--- src/rtl/opaddr_pkg.sv ---
package opaddr_pkg;
  typedef enum logic [3:0] {
    AM_IMPL = 4'd0,
    AM_IMM  = 4'd1,
    AM_PG   = 4'd2,
    AM_PGX  = 4'd3,
    AM_PGY  = 4'd4,
    AM_IND  = 4'd5,
    AM_INDX = 4'd6,
    AM_INDY = 4'd7,
    AM_ABS  = 4'd8
  } amode_e;

  typedef enum logic [1:0] {
    ST_IDLE,
    ST_FETCH,
    ST_RESOLVE,
    ST_DONE
  } seq_st_e;
endpackage

--- src/rtl/opaddr_len.sv ---
module opaddr_len
  import opaddr_pkg::*;
#(
  parameter int CW = 4
) (
  input  logic [3:0]    mode_i,
  input  logic [1:0]    code_i,
  output logic [CW-1:0] len_o,
  output logic          fetch_o
);
  always_comb begin
    len_o   = '0;
    fetch_o = 1'b0;
    unique case (mode_i)
      AM_PG, AM_PGX, AM_PGY, AM_IND, AM_INDX, AM_INDY: begin
        fetch_o = 1'b1;
        unique case (code_i)
          2'd0: len_o = CW'(1);
          2'd1: len_o = CW'(3);
          2'd2: len_o = CW'(6);
          default: len_o = CW'(4);
        endcase
      end
      AM_ABS: begin
        fetch_o = 1'b1;
        unique case (code_i)
          2'd0: len_o = CW'(2);
          2'd1: len_o = CW'(5);
          2'd2: len_o = CW'(7);
          default: len_o = CW'(8);
        endcase
      end
      default: ;
    endcase
  end
endmodule

--- src/rtl/opaddr_bytes.sv ---
module opaddr_bytes #(
  parameter int NB = 8,
  parameter int IW = 3
) (
  input  logic            clk_i,
  input  logic            rst_ni,
  input  logic            clr_i,
  input  logic            we_i,
  input  logic [IW-1:0]   lane_i,
  input  logic [7:0]      byte_i,
  output logic [NB*8-1:0] word_o
);
  for (genvar g = 0; g < NB; g++) begin : g_lane
    logic [7:0] lane_q;
    always_ff @(posedge clk_i or negedge rst_ni) begin
      if (!rst_ni)                              lane_q <= '0;
      else if (clr_i)                           lane_q <= '0;
      else if (we_i && (lane_i == IW'(g)))      lane_q <= byte_i;
    end
    assign word_o[g*8 +: 8] = lane_q;
  end
endmodule

--- src/rtl/opaddr_gen.sv ---
module opaddr_gen
  import opaddr_pkg::*;
#(
  parameter int AW = 64
) (
  input  logic          clk_i,
  input  logic          rst_ni,
  input  logic          start_i,
  input  logic [3:0]    mode_i,
  input  logic [7:0]    prefix_i,
  input  logic          short_step_i,
  input  logic [AW-1:0] pc_i,
  input  logic [AW-1:0] x_i,
  input  logic [AW-1:0] y_i,
  output logic          mem_req_o,
  output logic [AW-1:0] mem_addr_o,
  input  logic          mem_valid_i,
  input  logic [7:0]    mem_data_i,
  output logic          busy_o,
  output logic          done_o,
  output logic [AW-1:0] ea_o,
  output logic [AW-1:0] pc_o
);
  localparam int NB = AW / 8;
  localparam int IW = (NB > 1) ? $clog2(NB) : 1;
  localparam int CW = $clog2(NB + 1);

  seq_st_e         st_q;
  amode_e          mode_q;
  logic            ptr_q;
  logic [AW-1:0]   base_q, x_q, y_q, ea_q, pcn_q;
  logic [IW-1:0]   idx_q, last_q;
  logic [CW-1:0]   len_w;
  logic            fetch_w;
  logic            coll_clr, coll_we;
  logic [AW-1:0]   word_w;
  logic            unused_pfx;

  assign unused_pfx = ^prefix_i[1:0];

  opaddr_len #(.CW(CW)) u_len (
    .mode_i  (mode_i),
    .code_i  (prefix_i[3:2]),
    .len_o   (len_w),
    .fetch_o (fetch_w)
  );

  assign coll_we  = (st_q == ST_FETCH) && mem_valid_i;
  assign coll_clr = ((st_q == ST_IDLE) && start_i) || ((st_q == ST_RESOLVE) && !ptr_q);

  opaddr_bytes #(.NB(NB), .IW(IW)) u_bytes (
    .clk_i  (clk_i),
    .rst_ni (rst_ni),
    .clr_i  (coll_clr),
    .we_i   (coll_we),
    .lane_i (idx_q),
    .byte_i (mem_data_i),
    .word_o (word_w)
  );

  assign mem_req_o  = (st_q == ST_FETCH);
  assign mem_addr_o = base_q + AW'(idx_q);
  assign busy_o     = (st_q != ST_IDLE);
  assign done_o     = (st_q == ST_DONE);
  assign ea_o       = ea_q;
  assign pc_o       = pcn_q;

  always_ff @(posedge clk_i or negedge rst_ni) begin
    if (!rst_ni) begin
      st_q   <= ST_IDLE;
      mode_q <= AM_IMPL;
      ptr_q  <= 1'b0;
      base_q <= '0;
      x_q    <= '0;
      y_q    <= '0;
      ea_q   <= '0;
      pcn_q  <= '0;
      idx_q  <= '0;
      last_q <= '0;
    end else begin
      unique case (st_q)
        ST_IDLE: if (start_i) begin
          mode_q <= amode_e'(mode_i);
          x_q    <= x_i;
          y_q    <= y_i;
          ptr_q  <= 1'b0;
          idx_q  <= '0;
          base_q <= pc_i;
          if (fetch_w) begin
            last_q <= IW'(len_w - CW'(1));
            pcn_q  <= pc_i + AW'(len_w);
            st_q   <= ST_FETCH;
          end else if (mode_i == AM_IMM) begin
            ea_q  <= pc_i;
            pcn_q <= pc_i + (short_step_i ? AW'(1) : (AW'(1) << prefix_i[7:4]));
            st_q  <= ST_DONE;
          end else begin
            ea_q  <= '0;
            pcn_q <= pc_i;
            st_q  <= ST_DONE;
          end
        end
        ST_FETCH: if (mem_valid_i) begin
          if (idx_q == last_q) st_q  <= ST_RESOLVE;
          else                 idx_q <= idx_q + IW'(1);
        end
        ST_RESOLVE: begin
          if (ptr_q) begin
            ea_q <= word_w + ((mode_q == AM_INDY) ? y_q : '0);
            st_q <= ST_DONE;
          end else begin
            unique case (mode_q)
              AM_PGX: begin ea_q <= word_w + x_q; st_q <= ST_DONE; end
              AM_PGY: begin ea_q <= word_w + y_q; st_q <= ST_DONE; end
              AM_IND, AM_INDX, AM_INDY: begin
                // index before the pointer read only for indirect-X
                base_q <= word_w + ((mode_q == AM_INDX) ? x_q : '0);
                ptr_q  <= 1'b1;
                idx_q  <= '0;
                last_q <= IW'(NB - 1);
                st_q   <= ST_FETCH;
              end
              default: begin ea_q <= word_w; st_q <= ST_DONE; end
            endcase
          end
        end
        default: st_q <= ST_IDLE;
      endcase
    end
  end
endmodule

--- config.mk ---
export PLATFORM = sky130hd
export DESIGN_NAME = opaddr_gen
export DESIGN_NICKNAME = d
export VERILOG_FILES = /design/src/rtl/opaddr_pkg.sv /design/src/rtl/opaddr_len.sv /design/src/rtl/opaddr_bytes.sv /design/src/rtl/opaddr_gen.sv
export SDC_FILE = /design/constraint.sdc
export NUM_CORES = 2
export LEC_CHECK = 0
export CAP_MARGIN = 20
export CORE_MARGIN = 4
export CORE_UTILIZATION = 23
export DETAILED_ROUTE_END_ITERATION = 10
export DONT_BUFFER_PORTS = 1
export HOLD_SLACK_MARGIN = 0.15
export SLEW_MARGIN = 40
export SYNTH_ARGS = -nofsm -noshare
export SYNTH_HDL_FRONTEND = slang
export SYNTH_HIERARCHICAL = 1
export SYNTH_SLANG_ARGS = --single-unit
export TNS_END_PERCENT = 30
--- constraint.sdc ---
create_clock -name clk_i -period 4.7 [get_ports clk_i]
set_clock_uncertainty 0.05 [all_clocks]
set_input_delay 0.47 -clock clk_i [delete_from_list [all_inputs] [get_ports clk_i]]
set_output_delay 0.47 -clock clk_i [all_outputs]
set_load 0.01 [all_outputs]
==> results.ini <==
[clock_tree]
h-tree-depth=2
hold_buffers=203
clk_latency_ps=640
clock_sinks=397
clk_pin_slew_worst_paths_ps=70
root_buffer=clkbuf_16
cts_inserted_buffers=49
cts_max_path_buffers=3
cts_tree=yes

[worst_hold_path]
hold_class=in2async

[status]
status=finished, violations left
violations=hold timing

[timing]
tns_ps=0
period_share_pct=98.66
finalSetupViolCount=0
slew_violations=0
worst_slack_ps=63.08
timing.slew.headroom_pct=22.43
rsz0062_at_grt=yes
worst_slew_pin_slew_ps=1164
final_hold_viol_count=397
finalCriticalPeriod_ps=4637
max_freq_mhz=215.7
hold_ws_ps=-514.0

[worst_setup_path]
crit_fanout=19
slowest_stage=or3b_4
cp-start-kind=register
reg2reg_slack_ps=60
worst_ep_arrival_time_ps=5110
crit_end=ea_o[61]
crit_chain=nor2b_2 > and3_4 > buf_12 > and2_1 > ha_1 > buf_4 > a211oi_4 > o21bai_4 > o2111a_1 > o211ai_1 > or3b_4 > o31a_1 > a311o_1 > nand3_1 > mux2i_1 > a211oi_1 > a221oi_1
critPathLaunch=mode_q[2]
slowest_delay_ps=480
cp.depth=17
reg2reg_depth=17
critPathTopFamily=compound AO/OA/AOI/OAI gates
regToRegEndpoint=ea_o[61]
end_kind=register
cp_num_buf_inv=2
crit_required_ps=5180
critical_path_class=reg2reg
rr_startpoint=mode_q[2]

[synth]
synth_area_sq_um=33480
syn_inst=4256
ys_ff_latch=397
yosysTopAreaCell=dfrtp_1
synth_area_leaders=dfrtp_1, nand2_1, ha_1
ys.warnings.count=6
synth_top_cells_by_count=nand2_1, dfrtp_1, a21oi_1, o21ai_0, nor2_1
synth_fp_nets=4703
synth_top_area_share_pct=29.67
synth_area_per_cell_sq_um=7.866
async_flop_share_pct=100.0
yosysSeqAreaShare_pct=29.67
ys_types=87
yosysMostFrequentCell=nand2_1
ys.flop_type=dfrtp_1
synth_edf_count=0

[grt]
overflow=0
grt_pass1_wl_microns=226400
track_usage_pct=19.87
antenna_found_initial=60
grt_pass1_vias=32310
grt_max_degree=398

[detailed_routing]
drtPass1Iterations=6
drcViolationCount=0
routed_wl_microns=158000
viasPerCell=5.185
ant_nets=0
via_count=33960
drt_iter0_markers=3155
wire_per_inst_microns=24.12

[die]
row_count=139
dieHeight_microns=389.5
ios=412
initial_core_util_pct=23.22
die-area_sq_um=151700
core_sq_um=144200
die_w_microns=389.5

[layout]
finish.instance_area_sq_um=41530
area_growth_pct=24.05
multiInputGateArea_sq_um=22710
regArea_sq_um=9936
drive_gt1_share_pct=11.69
n_fill_cell=15410
utilization_pct=28.80
nets=5008
final_cells=6550

[placed_design]
io_buffers=0
placed_cell_area_sq_um=37270
place_ws_ps=-261.5
gp_congestion=0.9458
place_inst=6204
hpwl_microns=123500

[power]
powerDensity_nw_per_um2=530.1
worst_ir_drop_vdd_v=0.0002945
power_mw=22.01
p_leak_nw=18.93

[job]
cap_violations=0

## cell families after synthesis
kind of cell | synth area share, %
buffers and inverters | 3.640
adders and majority gates | 8.730
muxes | 4.586
AOI/OAI and AO/OA | 21.90
DFF | 29.67
xor gates and xnor gates | 7.665
and+or+nand+nor | 23.81
## sequential cells by signal, indices dropped and copies added, names as in the netlist
name,count
mode_q,4
last_q,3
pc_o,64
y_q,64
u_bytes/g_lane.lane_q,64
idx_q,3
ea_o,64
base_q,64
ptr_q,1
x_q,64
st_q,2
## worst min path at each step
stage                start         to
floorplan           rst_ni  base_q[0]
CTS                 rst_ni   pc_o[54]
global placement    rst_ni   pc_o[51]
detailed placement  rst_ni   pc_o[48]
global route        rst_ni   pc_o[54]
finish              rst_ni   pc_o[54]
## cell type report
type / instances / area share [%]
Multi-Input combinational cell: 3548 / 54.69
Sequential cell: 397 / 23.92
Timing Repair Buffer: 501 / 10.62
Tap cell: 1903 / 5.733
Clock buffer: 63 / 3.224
Clock inverter: 28 / 0.9520
Inverter: 64 / 0.5785
Antenna cell: 46 / 0.2772
## report_power, final
group	internal [mW]	switching, mW	total (mW)
logic	4.19	6.40	10.6
registers	4.85	2.38	7.23
clock network	2.47	1.73	4.19
total	11.5	10.5	22.0
## layer usage
layer	GRT usage, %	wire (microns)	vias up
met4	6.525	5886	28
met2	30.07	66940	1429
met5	0	184	-
li1	-	-	15770
met1	27.45	69990	16460
met3	5.158	15010	274
## worst register-to-register path: cells and delay by family, from the launching register on
kind	cells	cell delay, ps
and+or+nand+nor	5	1170
DFF	1	400
AOI/OAI and AO/OA	8	2170
adders and majority gates	1	210
muxes	1	210
buffers and inverters	2	320
## cell usage in the layout, fill, tap and decap left out, types with 41 or more instances in the layout
| master | Yosys | layout |
|---|---|---|
| nand2_1 | 825 | 823 |
| dfrtp_1 | 397 | 396 |
| a21oi_1 | 335 | 330 |
| o21ai_0 | 306 | 296 |
| buf_4 | 2 | 286 |
| nor2_1 | 278 | 268 |
| ha_1 | 224 | 222 |
| dlygate4sd3_1 | 0 | 203 |
| xnor2_1 | 161 | 160 |
| and2_1 | 146 | 144 |
| xor2_1 | 132 | 132 |
| a21o_1 | 125 | 123 |
| nand2b_1 | 96 | 95 |
| nand3_1 | 87 | 85 |
| mux2i_1 | 78 | 78 |
| mux2_2 | 67 | 67 |
| inv_1 | 64 | 64 |
| and3_1 | 68 | 64 |
| nand4_1 | 52 | 52 |
| a31oi_1 | 53 | 52 |
| clkbuf_16 | 0 | 50 |
| diode_2 | 0 | 46 |
| nor3_1 | 45 | 42 |
| o211ai_1 | 41 | 41 |
## what timing repair did
action	4_1_cts	5_1_grt
pin swaps	2	18
gates cloned	0	1
endpoints found under the setup margin	26	53
hold endpoints to repair	712	397
setup buffers	2	3
resized for setup	23	60
(Power assumes the default switching activity.)
